==> src/rtl/swbrk_pkg.sv <==
package swbrk_pkg;
  localparam int DW = 8;
  localparam int AW = 2 * DW;

  typedef enum logic [2:0] {
    ST_IDLE   = 3'd0,
    ST_PUSH_H = 3'd1,
    ST_PUSH_L = 3'd2,
    ST_PUSH_P = 3'd3,
    ST_VEC_L  = 3'd4,
    ST_VEC_H  = 3'd5,
    ST_DONE   = 3'd6
  } brk_state_e;

  function automatic logic is_push(input brk_state_e s);
    return (s == ST_PUSH_H) || (s == ST_PUSH_L) || (s == ST_PUSH_P);
  endfunction
endpackage

==> src/rtl/swbrk_fsm.sv <==
module swbrk_fsm
  import swbrk_pkg::*;
(
  input  logic       clk,
  input  logic       rst_n,
  input  logic       start_i,
  output brk_state_e state_o
);
  brk_state_e state_q, state_n;

  always_comb begin
    state_n = state_q;
    unique case (state_q)
      ST_IDLE:   if (start_i) state_n = ST_PUSH_H;
      ST_PUSH_H: state_n = ST_PUSH_L;
      ST_PUSH_L: state_n = ST_PUSH_P;
      ST_PUSH_P: state_n = ST_VEC_L;
      ST_VEC_L:  state_n = ST_VEC_H;
      ST_VEC_H:  state_n = ST_DONE;
      ST_DONE:   state_n = ST_IDLE;
      default:   state_n = ST_IDLE;
    endcase
  end

  always_ff @(posedge clk or negedge rst_n) begin
    if (!rst_n) state_q <= ST_IDLE;
    else        state_q <= state_n;
  end

  assign state_o = state_q;

  p_done_to_idle_r1: assert property (@(posedge clk) disable iff (!rst_n)
    (state_q == ST_DONE) |=> (state_q == ST_IDLE));

  p_no_early_idle_r8: assert property (@(posedge clk) disable iff (!rst_n)
    (state_q != ST_IDLE && state_q != ST_DONE) |=> (state_q != ST_IDLE));
endmodule

==> src/rtl/swbrk_regs.sv <==
module swbrk_regs
  import swbrk_pkg::*;
#(
  parameter int B_BIT   = 4,
  parameter int I_BIT   = 2,
  parameter int PC_STEP = 2
) (
  input  logic          clk,
  input  logic          rst_n,
  input  brk_state_e    state_i,
  input  logic          start_i,
  input  logic [AW-1:0] pc_i,
  input  logic [DW-1:0] sp_i,
  input  logic [DW-1:0] ps_i,
  input  logic [DW-1:0] rdata_i,
  output logic [AW-1:0] pc_q,
  output logic [DW-1:0] sp_q,
  output logic [DW-1:0] ps_q
);
  localparam logic [DW-1:0] B_MASK = DW'(1) << B_BIT;
  localparam logic [DW-1:0] I_MASK = DW'(1) << I_BIT;
  localparam logic [AW-1:0] STEP   = AW'(PC_STEP);

  logic          ld_en, sp_en, pcl_en, pch_en, i_en;
  logic [AW-1:0] pc_n;
  logic [DW-1:0] sp_n, ps_n;

  assign ld_en  = (state_i == ST_IDLE) && start_i;
  assign sp_en  = is_push(state_i);
  assign i_en   = (state_i == ST_PUSH_P);
  assign pcl_en = (state_i == ST_VEC_L);
  assign pch_en = (state_i == ST_VEC_H);

  always_comb begin
    pc_n = pc_q;
    sp_n = sp_q;
    ps_n = ps_q;
    if (ld_en) begin
      pc_n = pc_i + STEP;
      sp_n = sp_i;
      ps_n = ps_i | B_MASK;
    end
    if (sp_en)  sp_n = sp_q - DW'(1);
    if (i_en)   ps_n = ps_q | I_MASK;
    if (pcl_en) pc_n = {pc_q[AW-1:DW], rdata_i};
    if (pch_en) pc_n = {rdata_i, pc_q[DW-1:0]};
  end

  always_ff @(posedge clk or negedge rst_n) begin
    if (!rst_n) begin
      pc_q <= '0;
      sp_q <= '0;
      ps_q <= '0;
    end else begin
      if (ld_en || pcl_en || pch_en) pc_q <= pc_n;
      if (ld_en || sp_en)            sp_q <= sp_n;
      if (ld_en || i_en)             ps_q <= ps_n;
    end
  end

  p_sp_step_r5: assert property (@(posedge clk) disable iff (!rst_n)
    is_push(state_i) |=> (sp_q == $past(sp_q) - DW'(1)));

  p_i_after_push_r6: assert property (@(posedge clk) disable iff (!rst_n)
    (state_i == ST_PUSH_P) |=> ps_q[I_BIT]);
endmodule

==> src/rtl/swbrk_bus.sv <==
module swbrk_bus
  import swbrk_pkg::*;
#(
  parameter logic [DW-1:0] STACK_PAGE = 8'h01,
  parameter logic [AW-1:0] VEC_BASE   = 16'hFFFE,
  parameter int            B_BIT      = 4
) (
  input  logic          clk,
  input  logic          rst_n,
  input  brk_state_e    state_i,
  input  logic [AW-1:0] pc_q,
  input  logic [DW-1:0] sp_q,
  input  logic [DW-1:0] ps_q,
  output logic [AW-1:0] addr_o,
  output logic [DW-1:0] wdata_o,
  output logic          we_o
);
  localparam logic [AW-1:0] VEC_HI = VEC_BASE + AW'(1);

  always_comb begin
    addr_o  = '0;
    wdata_o = '0;
    we_o    = 1'b0;
    unique case (state_i)
      ST_PUSH_H: begin addr_o = {STACK_PAGE, sp_q}; wdata_o = pc_q[AW-1:DW]; we_o = 1'b1; end
      ST_PUSH_L: begin addr_o = {STACK_PAGE, sp_q}; wdata_o = pc_q[DW-1:0];  we_o = 1'b1; end
      ST_PUSH_P: begin addr_o = {STACK_PAGE, sp_q}; wdata_o = ps_q;          we_o = 1'b1; end
      ST_VEC_L:  addr_o = VEC_BASE;
      ST_VEC_H:  addr_o = VEC_HI;
      default:   ;
    endcase
  end

  p_we_in_push_r2: assert property (@(posedge clk) disable iff (!rst_n)
    we_o |-> is_push(state_i));

  p_b_in_status_r4: assert property (@(posedge clk) disable iff (!rst_n)
    (state_i == ST_PUSH_P) |-> wdata_o[B_BIT]);
endmodule

==> src/rtl/swbrk_seq.sv <==
module swbrk_seq
  import swbrk_pkg::*;
#(
  parameter logic [7:0]  STACK_PAGE = 8'h01,
  parameter logic [15:0] VEC_BASE   = 16'hFFFE,
  parameter int          B_BIT      = 4,
  parameter int          I_BIT      = 2,
  parameter int          PC_STEP    = 2
) (
  input  logic        clk,
  input  logic        rst_n,
  input  logic        start_i,
  input  logic [15:0] pc_i,
  input  logic [7:0]  sp_i,
  input  logic [7:0]  ps_i,
  output logic [15:0] mem_addr_o,
  output logic [7:0]  mem_wdata_o,
  output logic        mem_we_o,
  input  logic [7:0]  mem_rdata_i,
  output logic [7:0]  sp_o,
  output logic [15:0] pc_o,
  output logic [7:0]  ps_o,
  output logic        done_o
);
  brk_state_e    state;
  logic [AW-1:0] pc_q;
  logic [DW-1:0] sp_q, ps_q;

  swbrk_fsm u_fsm (
    .clk     (clk),
    .rst_n   (rst_n),
    .start_i (start_i),
    .state_o (state)
  );

  swbrk_regs #(.B_BIT(B_BIT), .I_BIT(I_BIT), .PC_STEP(PC_STEP)) u_regs (
    .clk     (clk),
    .rst_n   (rst_n),
    .state_i (state),
    .start_i (start_i),
    .pc_i    (pc_i),
    .sp_i    (sp_i),
    .ps_i    (ps_i),
    .rdata_i (mem_rdata_i),
    .pc_q    (pc_q),
    .sp_q    (sp_q),
    .ps_q    (ps_q)
  );

  swbrk_bus #(.STACK_PAGE(STACK_PAGE), .VEC_BASE(VEC_BASE), .B_BIT(B_BIT)) u_bus (
    .clk     (clk),
    .rst_n   (rst_n),
    .state_i (state),
    .pc_q    (pc_q),
    .sp_q    (sp_q),
    .ps_q    (ps_q),
    .addr_o  (mem_addr_o),
    .wdata_o (mem_wdata_o),
    .we_o    (mem_we_o)
  );

  assign done_o = (state == ST_DONE);
  assign sp_o   = sp_q;
  assign pc_o   = pc_q;
  assign ps_o   = ps_q;

  p_latency_r1: assert property (@(posedge clk) disable iff (!rst_n)
    done_o |-> $past(start_i, 6));

  p_done_pulse_r1: assert property (@(posedge clk) disable iff (!rst_n)
    done_o |=> !done_o);

  p_flags_at_done_r6: assert property (@(posedge clk) disable iff (!rst_n)
    done_o |-> (ps_o[I_BIT] && ps_o[B_BIT]));
endmodule

==> config.mk <==
export PLATFORM = sky130hd
export DESIGN_NAME = swbrk_seq
export DESIGN_NICKNAME = d
export VERILOG_FILES = /design/src/rtl/swbrk_pkg.sv /design/src/rtl/swbrk_fsm.sv /design/src/rtl/swbrk_regs.sv /design/src/rtl/swbrk_bus.sv /design/src/rtl/swbrk_seq.sv
export SDC_FILE = /design/constraint.sdc
export NUM_CORES = 1
export LEC_CHECK = 0
export BUFFER_PORTS_ARGS = -buffer_cell sky130_fd_sc_hd__buf_2
export CAP_MARGIN = 25
export CORE_ASPECT_RATIO = 0.6
export CORE_UTILIZATION = 30
export DETAILED_ROUTE_END_ITERATION = 10
export HOLD_SLACK_MARGIN = 0.15
export PLACE_DENSITY_LB_ADDON = 0.2
export RECOVER_POWER = 25
export SLEW_MARGIN = 20
export SYNTH_ARGS = -nofsm -noshare
export SYNTH_HDL_FRONTEND = slang
export SYNTH_HIERARCHICAL = 1
export SYNTH_SLANG_ARGS = --single-unit
export TNS_END_PERCENT = 20
==> constraint.sdc <==
create_clock -name clk -period 4.9 [get_ports clk]
set_clock_uncertainty 0.2 [all_clocks]
set_input_delay 0.735 -clock clk [delete_from_list [all_inputs] [get_ports clk]]
set_output_delay 0.735 -clock clk [all_outputs]
set_load 0.05 [all_outputs]
# == Word level (Yosys, flattened, before mapping) ==
# Index checks and enable logic that the tools add are counted.
# totals
word_cells,48
output_inout_bits,58
regBits,35
# op_classes
n_addsub,2
reduce_logical,18
eq_ne,8
mux,12
bitwise_logic,2
# ops
operator,count
$mux 16,3
$pmux 16 s3,1
$pmux 8 s3,1
$pmux 3 s6,1
$add 16x2->16 const B,1
$mux 8,2
$eq 3x3->1 const B,3
$mux 3,3
$reduce_and 3->1,3
$reduce_bool 2->1,4
$sub 8x1->8 const B,1
$eq 3x2->1 const B,2
$logic_or 1x1->1,6
$ne 2x2->1 const B,2
$reduce_and 2->1,2
$eq 3x1->1 const B,1
$logic_not 3->1,1
$reduce_or 3->1,1
$not 1->1,2
$logic_and 1x1->1,1
$mux 1,1

# == Logic depth before layout (Yosys ltp) ==
# Gate-level depths: netlist of the first run.
# depth
word_depth,5
ltp_mapped,5
depth_no_buf,5

# == By module ==
# The synthesis of the first run kept the hierarchy.
# by_module_without_submodules
mod,area_per_inst_um2,cells_each,seq_area_each_um2,instances
swbrk_regs,1821.7,205,800.8,1
swbrk_bus,390.4,60,0.0,1
swbrk_fsm,122.6,9,75.1,1
swbrk_seq,8.8,1,0.0,1

# == Worst setup path after synthesis of the first run ==
# OpenSTA, ideal clock, no wires.
# synth_path
path_type,flip-flop to output port
start,register u_fsm.state_q[1] (netlist: u_fsm/state_o[1])
end,output mem_wdata_o[5]
t_required_ps,3965
path_stages_with_launch,5
arrival_time_ps,2252
n_path_buf,2
setup_slack_ps,1713
cell_sequence,dfrtp_1 > buf_2 > buf_2 > a21oi_1 > a211oi_1
# synth_via
elab_chain_len,2
elab_cells_between_ends,4
classes_between,3 x eq/ne; 1 x mux
# synth_rtl
element,line_no,source
"start, declared",swbrk_fsm.sv:9,"brk_state_e state_q, state_n;"
"start signal, assigned",swbrk_fsm.sv:27,else state_q <= state_n;
$eq 3x2->1 or $eq 3x1->1 (tied branches),swbrk_bus.sv:24,unique case (state_i)
$pmux 8 s3 (*),swbrk_bus.sv:24,
"end, declared",swbrk_seq.sv:17,"output logic [7:0] mem_wdata_o,"
# Mark *: on every way between the ends. The rest lies on a longest branch, timed or not.

# == Worst setup path in the final report of the first run ==
# layout_path
start,register u_fsm.state_q[1] (netlist: u_fsm/state_o[1])
end,output mem_addr_o[3]
# layout_via
elab_chain_len,3
elab_cells_between_ends,7
classes_between,5 x eq/ne; 1 x mux; 1 x reduce/logical
# layout_rtl
element,line_no,source
$eq 3x2->1 or $eq 3x1->1 (tied branches),swbrk_bus.sv:24,
$reduce_or 3->1 (no source line),-,
$pmux 16 s3 (*),swbrk_bus.sv:24,
"end, declared",swbrk_seq.sv:16,"output logic [15:0] mem_addr_o,"
# Marks and branches as above.

==> results of run 1 <==
logic make-up after synthesis:
family,after synthesis,share of synthesized area [%]
AOI/OAI and AO/OA,93,25.4
xor gates and xnor gates,12,4.48
adders and majority gates,2,1.07
buffers and inverters,31,7.42
DFF,35,37.4
muxes,10,4.27
and+or+nand+nor,92,20.0
final cells by class:
cell class                      instances  area [sq um]  share of cell area [%]
Timing Repair Buffer                  102           513                    17.2
Sequential cell                        35           876                    29.4
Tap cell                              104           130                    4.37
Multi-Input combinational cell        209          1290                    43.4
Clock inverter                          1          5.00                   0.168
Inverter                                8          30.0                    1.01
Clock buffer                            7           133                    4.45
synth_stat cells, types with 2 or more instances:
master / count
nand3_2: 3
ha_1: 2
buf_2: 9
dfrtp_1: 35
nor2_1: 21
a221o_1: 2
clkbuf_1: 6
nand2_1: 31
buf_4: 6
o21ai_1: 3
nand4_1: 3
nor4_2: 2
nand2b_1: 2
a31oi_1: 2
a211oi_1: 8
a21oi_1: 31
o22ai_1: 23
o221a_1: 2
nand3_1: 9
mux2i_1: 10
o21ai_0: 9
or2_2: 2
nor2_2: 2
xnor2_1: 12
inv_1: 7
a32oi_1: 2
nor3_1: 10
state kept, by name (all words and copies together) (netlist names):
register	count
u_regs/sp_q	8
u_regs/pc_q	16
u_fsm/state_o	3
u_regs/ps_q	8
worst paths after layout:
kind	startpoint	to	cells past startpoint
setup / recovery	u_fsm/state_o[1]$_DFFE_PN0P_	mem_addr_o[3]	4
hold / removal	u_regs/ps_q[0]$_DFFE_PN0P_	u_regs/ps_q[0]$_DFFE_PN0P_	2
setup reg to reg	u_fsm/state_o[1]$_DFFE_PN0P_	u_regs/sp_q[7]$_DFFE_PN0P_	5
hold reg to reg	u_regs/ps_q[0]$_DFFE_PN0P_	u_regs/ps_q[0]$_DFFE_PN0P_	2
max in group asynchronous	rst_n	u_regs/ps_q[2]$_DFFE_PN0P_	1
min in group asynchronous	rst_n	u_regs/sp_q[5]$_DFFE_PN0P_	1
cell usage in the layout (no fill, tap or decap), drive strengths merged:
cell type	n
o22a	1
nand3b	1
ha	2
nor3	10
and2	1
nand2b	2
dfrtp	35
nor4b	1
nand4	3
clkbuf	9
inv	7
a211oi	9
o31a	1
xnor2	12
a31o	2
o21ba	2
a32oi	2
o221a	3
or2	2
nor2	23
nand2	31
a221o	2
o211ai	1
nor4	3
nand3	12
a21o	1
o22ai	23
and3b	1
o21ai	12
or3b	1
clkinv	2
nor2b	1
a31oi	2
buf	100
o221ai	1
a21oi	31
mux2i	10
worst min-delay path, stage by stage (launching register included):
cell	delay [ns]
dfrtp_1	0.37
nand2_1	0.06
nand2_1	0.06
routing by layer:
metal	global-route usage, %	up-vias	share of wire (%)
li1	-	1183	-
met1	32.9	1163	53
met2	24.3	117	39
met3	3.99	2	7.3
met4	2.28	0	0.050
met5	0	-	0
through the flow:
stage | setup WS [ns] | util (%) | instances | hold WS, ns | area (sq um)
final | 1.28 | 40.2 | 466 | 0.314 | 2980
after detailed placement | 1.98 | 38.4 | 458 | 0.298 | 2850
after global placement | 2.00 | 38.4 | 458 | 0.295 | 2850
after floorplan | 1.71 | - | 275 | 0.239 | 2340
after global routing | 1.05 | 40.2 | 466 | 0.342 | 2980
after CTS | 1.68 | 40.2 | 466 | 0.311 | 2990
==> results.cfg, run 1 <==
[outcome]
outcome = finished, violations left
failed_checks = max-capacitance violations, max-slew violations

[yosys]
syn_inst = 275
yosysSeqAreaShare_pct = 37.4
syn-num-nets = 320
ys_warn_count = 6
postSynthAreaPerCell_sq_um = 8.52
yosysTopAreaCell = dfrtp_1
async_flop_share_pct = 100
synth_top_area_share_pct = 37.4
synth_cell_types = 48
netlist_area_sq_um = 2340
ys.flop_type = dfrtp_1
synth_edf_count = 0
synth-seq-cells = 35
synth.area.top_cells = dfrtp_1 (37%), a21oi_1 (6.6%), o22ai_1 (6.1%)

[grt]
grt_max_degree = 37
grt_pass1_wl_um = 12000
grt_usage_pct = 19.4
grt-ovfl-total = 0
antenna_found_initial = 0
grt_pass1_vias = 2145

[critical_path]
cp_max_fo = 36
critical_path_required_ns = 3.96
cp_top_family = buffers and inverters
worstPathCellList = clkbuf_1 -> o21ai_0 -> a21oi_1 -> buf_2
critical_path_buf_inv_count = 2
r2r_slack_ns = 1.73
critPathMaxStageDelay_ns = 1.16
worst-setup-path-type = flop to primary output
end_kind = primary output
slowest_stage = clkbuf_1
arrival_ns = 2.69
cp-start-kind = flop

[timing]
fmax_mhz = 276
slew_headroom_pct = -36.0
setup_violations = 0
period_share_pct = 73.9
report.final.slew_viol_count = 73
period_needed_ns = 3.62
rsz0062_at_grt = false
worstMarginPinSlew_ns = 2.04
hold_viol = 0
fin_setup_tns_ns = 0

[floorplan]
rows = 24
start_util_pct = 31.6
io_pins = 101
die_area_sq_um = 8180
die_w_um = 116
coreArea_sq_um = 7420
die-height_um = 70.5

[detailed_routing]
drt_iter0_drc = 218
vias = 2465
finalWirelength_um = 7920
drtAntennaViolNets = 0
via_per_inst = 5.29
firstDrtPassIters = 5
wire_per_inst_um = 17.0
drcViolationCount = 0

[cells_and_area]
area.growth.synth_to_final_pct = 27.2
drive_gt1_share_pct = 33.1
nets = 406
antenna_cells = 0
n_fill_cell = 771

[cts]
clock_latency_ns = 0.28
cts_tree = yes
cts_max_path_buffers = 2
post_cts_buffers = 0
root_buffer = clkbuf_16
hold_buffers = 0
cts_sinks = 35
cts_inserted_buffers = 5
cts_resized = 0
clk_pin_slew_ns = 0.06
htree_levels = 2

[job]
cap_violations = 2

[place]
port_buffers = 99
post-dp-hpwl_um = 5770
place.gp.congestion = 0.765

[hold_path]
hp-class = flop to flop
Power of run 1 is left out: the tool's default activity adds up to more than one toggle a clock period on the data nets, which glitch-free logic cannot reach.
==> run 2: changes to the inputs <==
==> constraint.sdc (replaced) <==
create_clock -name clk -period 3.7 [get_ports clk]
set_clock_uncertainty 0.2 [all_clocks]
set_input_delay 0.555 -clock clk [delete_from_list [all_inputs] [get_ports clk]]
set_output_delay 0.555 -clock clk [all_outputs]
set_load 0.05 [all_outputs]
==> results.cfg, run 2 (synthesis results as in run 1) <==
[floorplan]
rows = 24
coreArea_sq_um = 7420
die_area_sq_um = 8180
io_pins = 101
start_util_pct = 31.6
die_w_um = 116
die-height_um = 70.5

[outcome]
outcome = finished, violations left
failed_checks = max-capacitance violations, max-slew violations

[critical_path]
critical_path_required_ns = 2.94
worst-setup-path-type = flop to primary output
critical_path_buf_inv_count = 2
cp_top_family = flip-flops
end_kind = primary output
worstPathCellList = buf_4 -> mux2i_1 -> a211oi_1 -> buf_2
cp_max_fo = 19
arrival_ns = 2.12
cp-start-kind = flop
slowest_stage = dfrtp_1
critPathMaxStageDelay_ns = 0.70

[detailed_routing]
via_per_inst = 5.17
drtAntennaViolNets = 0
vias = 2418
drt_iter0_drc = 183
drcViolationCount = 0
finalWirelength_um = 7830
wire_per_inst_um = 16.7
firstDrtPassIters = 4

[cts]
root_buffer = clkbuf_16
clk_pin_slew_ns = 0.06
cts_inserted_buffers = 5
cts_sinks = 35
cts_resized = 0
htree_levels = 2
hold_buffers = 0
clock_latency_ns = 0.28
post_cts_buffers = 0
cts_max_path_buffers = 2
cts_tree = yes

[grt]
grt_pass1_vias = 2328
grt_usage_pct = 19.4
grt_pass1_wl_um = 12100
grt-ovfl-total = 0
grt_max_degree = 38
antenna_found_initial = 0

[cells_and_area]
multi_input_area_sq_um = 1290
drive_gt1_share_pct = 34.6
n_fill_cell = 781
reg_top3 = u_regs/pc_q (16), u_regs/ps_q (8), u_regs/sp_q (8)
registers.top_by_ff_count = u_regs/pc_q
regArea_sq_um = 877
final_cell_mix = buf_2 (98), dfrtp_1 (34), a21oi_1 (31), nand2_1 (31), o22ai_1 (23)
final_common_cell = buf_2
largest_register_ffs = 16
antenna_cells = 0
nets = 408
area.growth.synth_to_final_pct = 29.6

[timing]
slew_headroom_pct = -30.2
hold_viol = 0
period_share_pct = 77.6
fin_setup_tns_ns = 0
period_needed_ns = 2.87
setup_violations = 0
rsz0062_at_grt = false
report.final.slew_viol_count = 36
worstMarginPinSlew_ns = 1.95
fmax_mhz = 348

[place]
port_buffers = 99
place.gp.congestion = 0.749
post-dp-hpwl_um = 5830

[job]
cap_violations = 1

[hold_path]
hp-class = input pin to flop
[run 2: cell types whose count changed in the layout (fill, tap and decap cells not counted), sizes merged]
| cell | before | now |
|---|---|---|
| bufinv | 0 | 1 |
| buf | 100 | 103 |
| clkbuf | 9 | 7 |
[run 2: cell type report]
type / instances / area share, %
clock buffer: 6 / 4.57
clock inverter: 2 / 1.15
inverter: 8 / 0.989
multi-input combinational: 209 / 42.6
sequential: 35 / 28.9
tap: 104 / 4.29
timing repair buffer: 104 / 17.5
[run 2: path summary, 6_finish.rpt]
| kind | startpoint | endpoint | slack, ns | depth (start not counted) |
|---|---|---|---|---|
| min in group asynchronous | rst_n | u_regs/sp_q[6]$_DFFE_PN0P_ | 0.62 | 1 |
| max in group asynchronous | rst_n | u_fsm/state_o[1]$_DFFE_PN0P_ | 1.42 | 1 |
| setup / recovery | u_fsm/state_o[0]$_DFFE_PN0P_ | mem_wdata_o[3] | 0.83 | 4 |
| hold / removal | ps_i[0] | u_regs/ps_q[0]$_DFFE_PN0P_ | 0.26 | 3 |
| hold reg to reg | u_regs/ps_q[4]$_DFFE_PN0P_ | u_regs/ps_q[4]$_DFFE_PN0P_ | 0.29 | 1 |
| setup reg to reg | u_fsm/state_o[1]$_DFFE_PN0P_ | u_regs/sp_q[7]$_DFFE_PN0P_ | 1.19 | 4 |
[run 2: through the flow]
| stage | util, % | instance area [sq um] | setup slack [ns] | instances | hold WS, ns |
|---|---|---|---|---|---|
| 2_1_floorplan | - | 2340 | 0.693 | 275 | 0.0594 |
| 3_3_place_gp | 38.6 | 2860 | 1.01 | 460 | 0.278 |
| 3_5_place_dp | 38.6 | 2860 | 0.940 | 460 | 0.283 |
| 4_1_cts | 40.9 | 3040 | 0.812 | 468 | 0.209 |
| 5_1_grt | 40.9 | 3040 | 0.719 | 468 | 0.288 |
| 6_report | 40.9 | 3040 | 0.827 | 468 | 0.264 |
[run 2: layer usage]
layer	vias to the layer above	part of all wire [%]	global-route usage, %
li1	1176	-	-
met1	1134	51	30.0
met2	104	41	27.3
met3	4	7.4	3.99
met4	0	0.36	3.56
met5	-	0	0
[run 2: worst register-to-register path, stage by stage (launching register included)]
cell	delay (ns)
dfrtp_2	0.62
nor2_2	0.60
nand3_2	0.51
o22ai_1	0.31
o21ba_1	0.17
Power of run 2 is left out for the same reason.
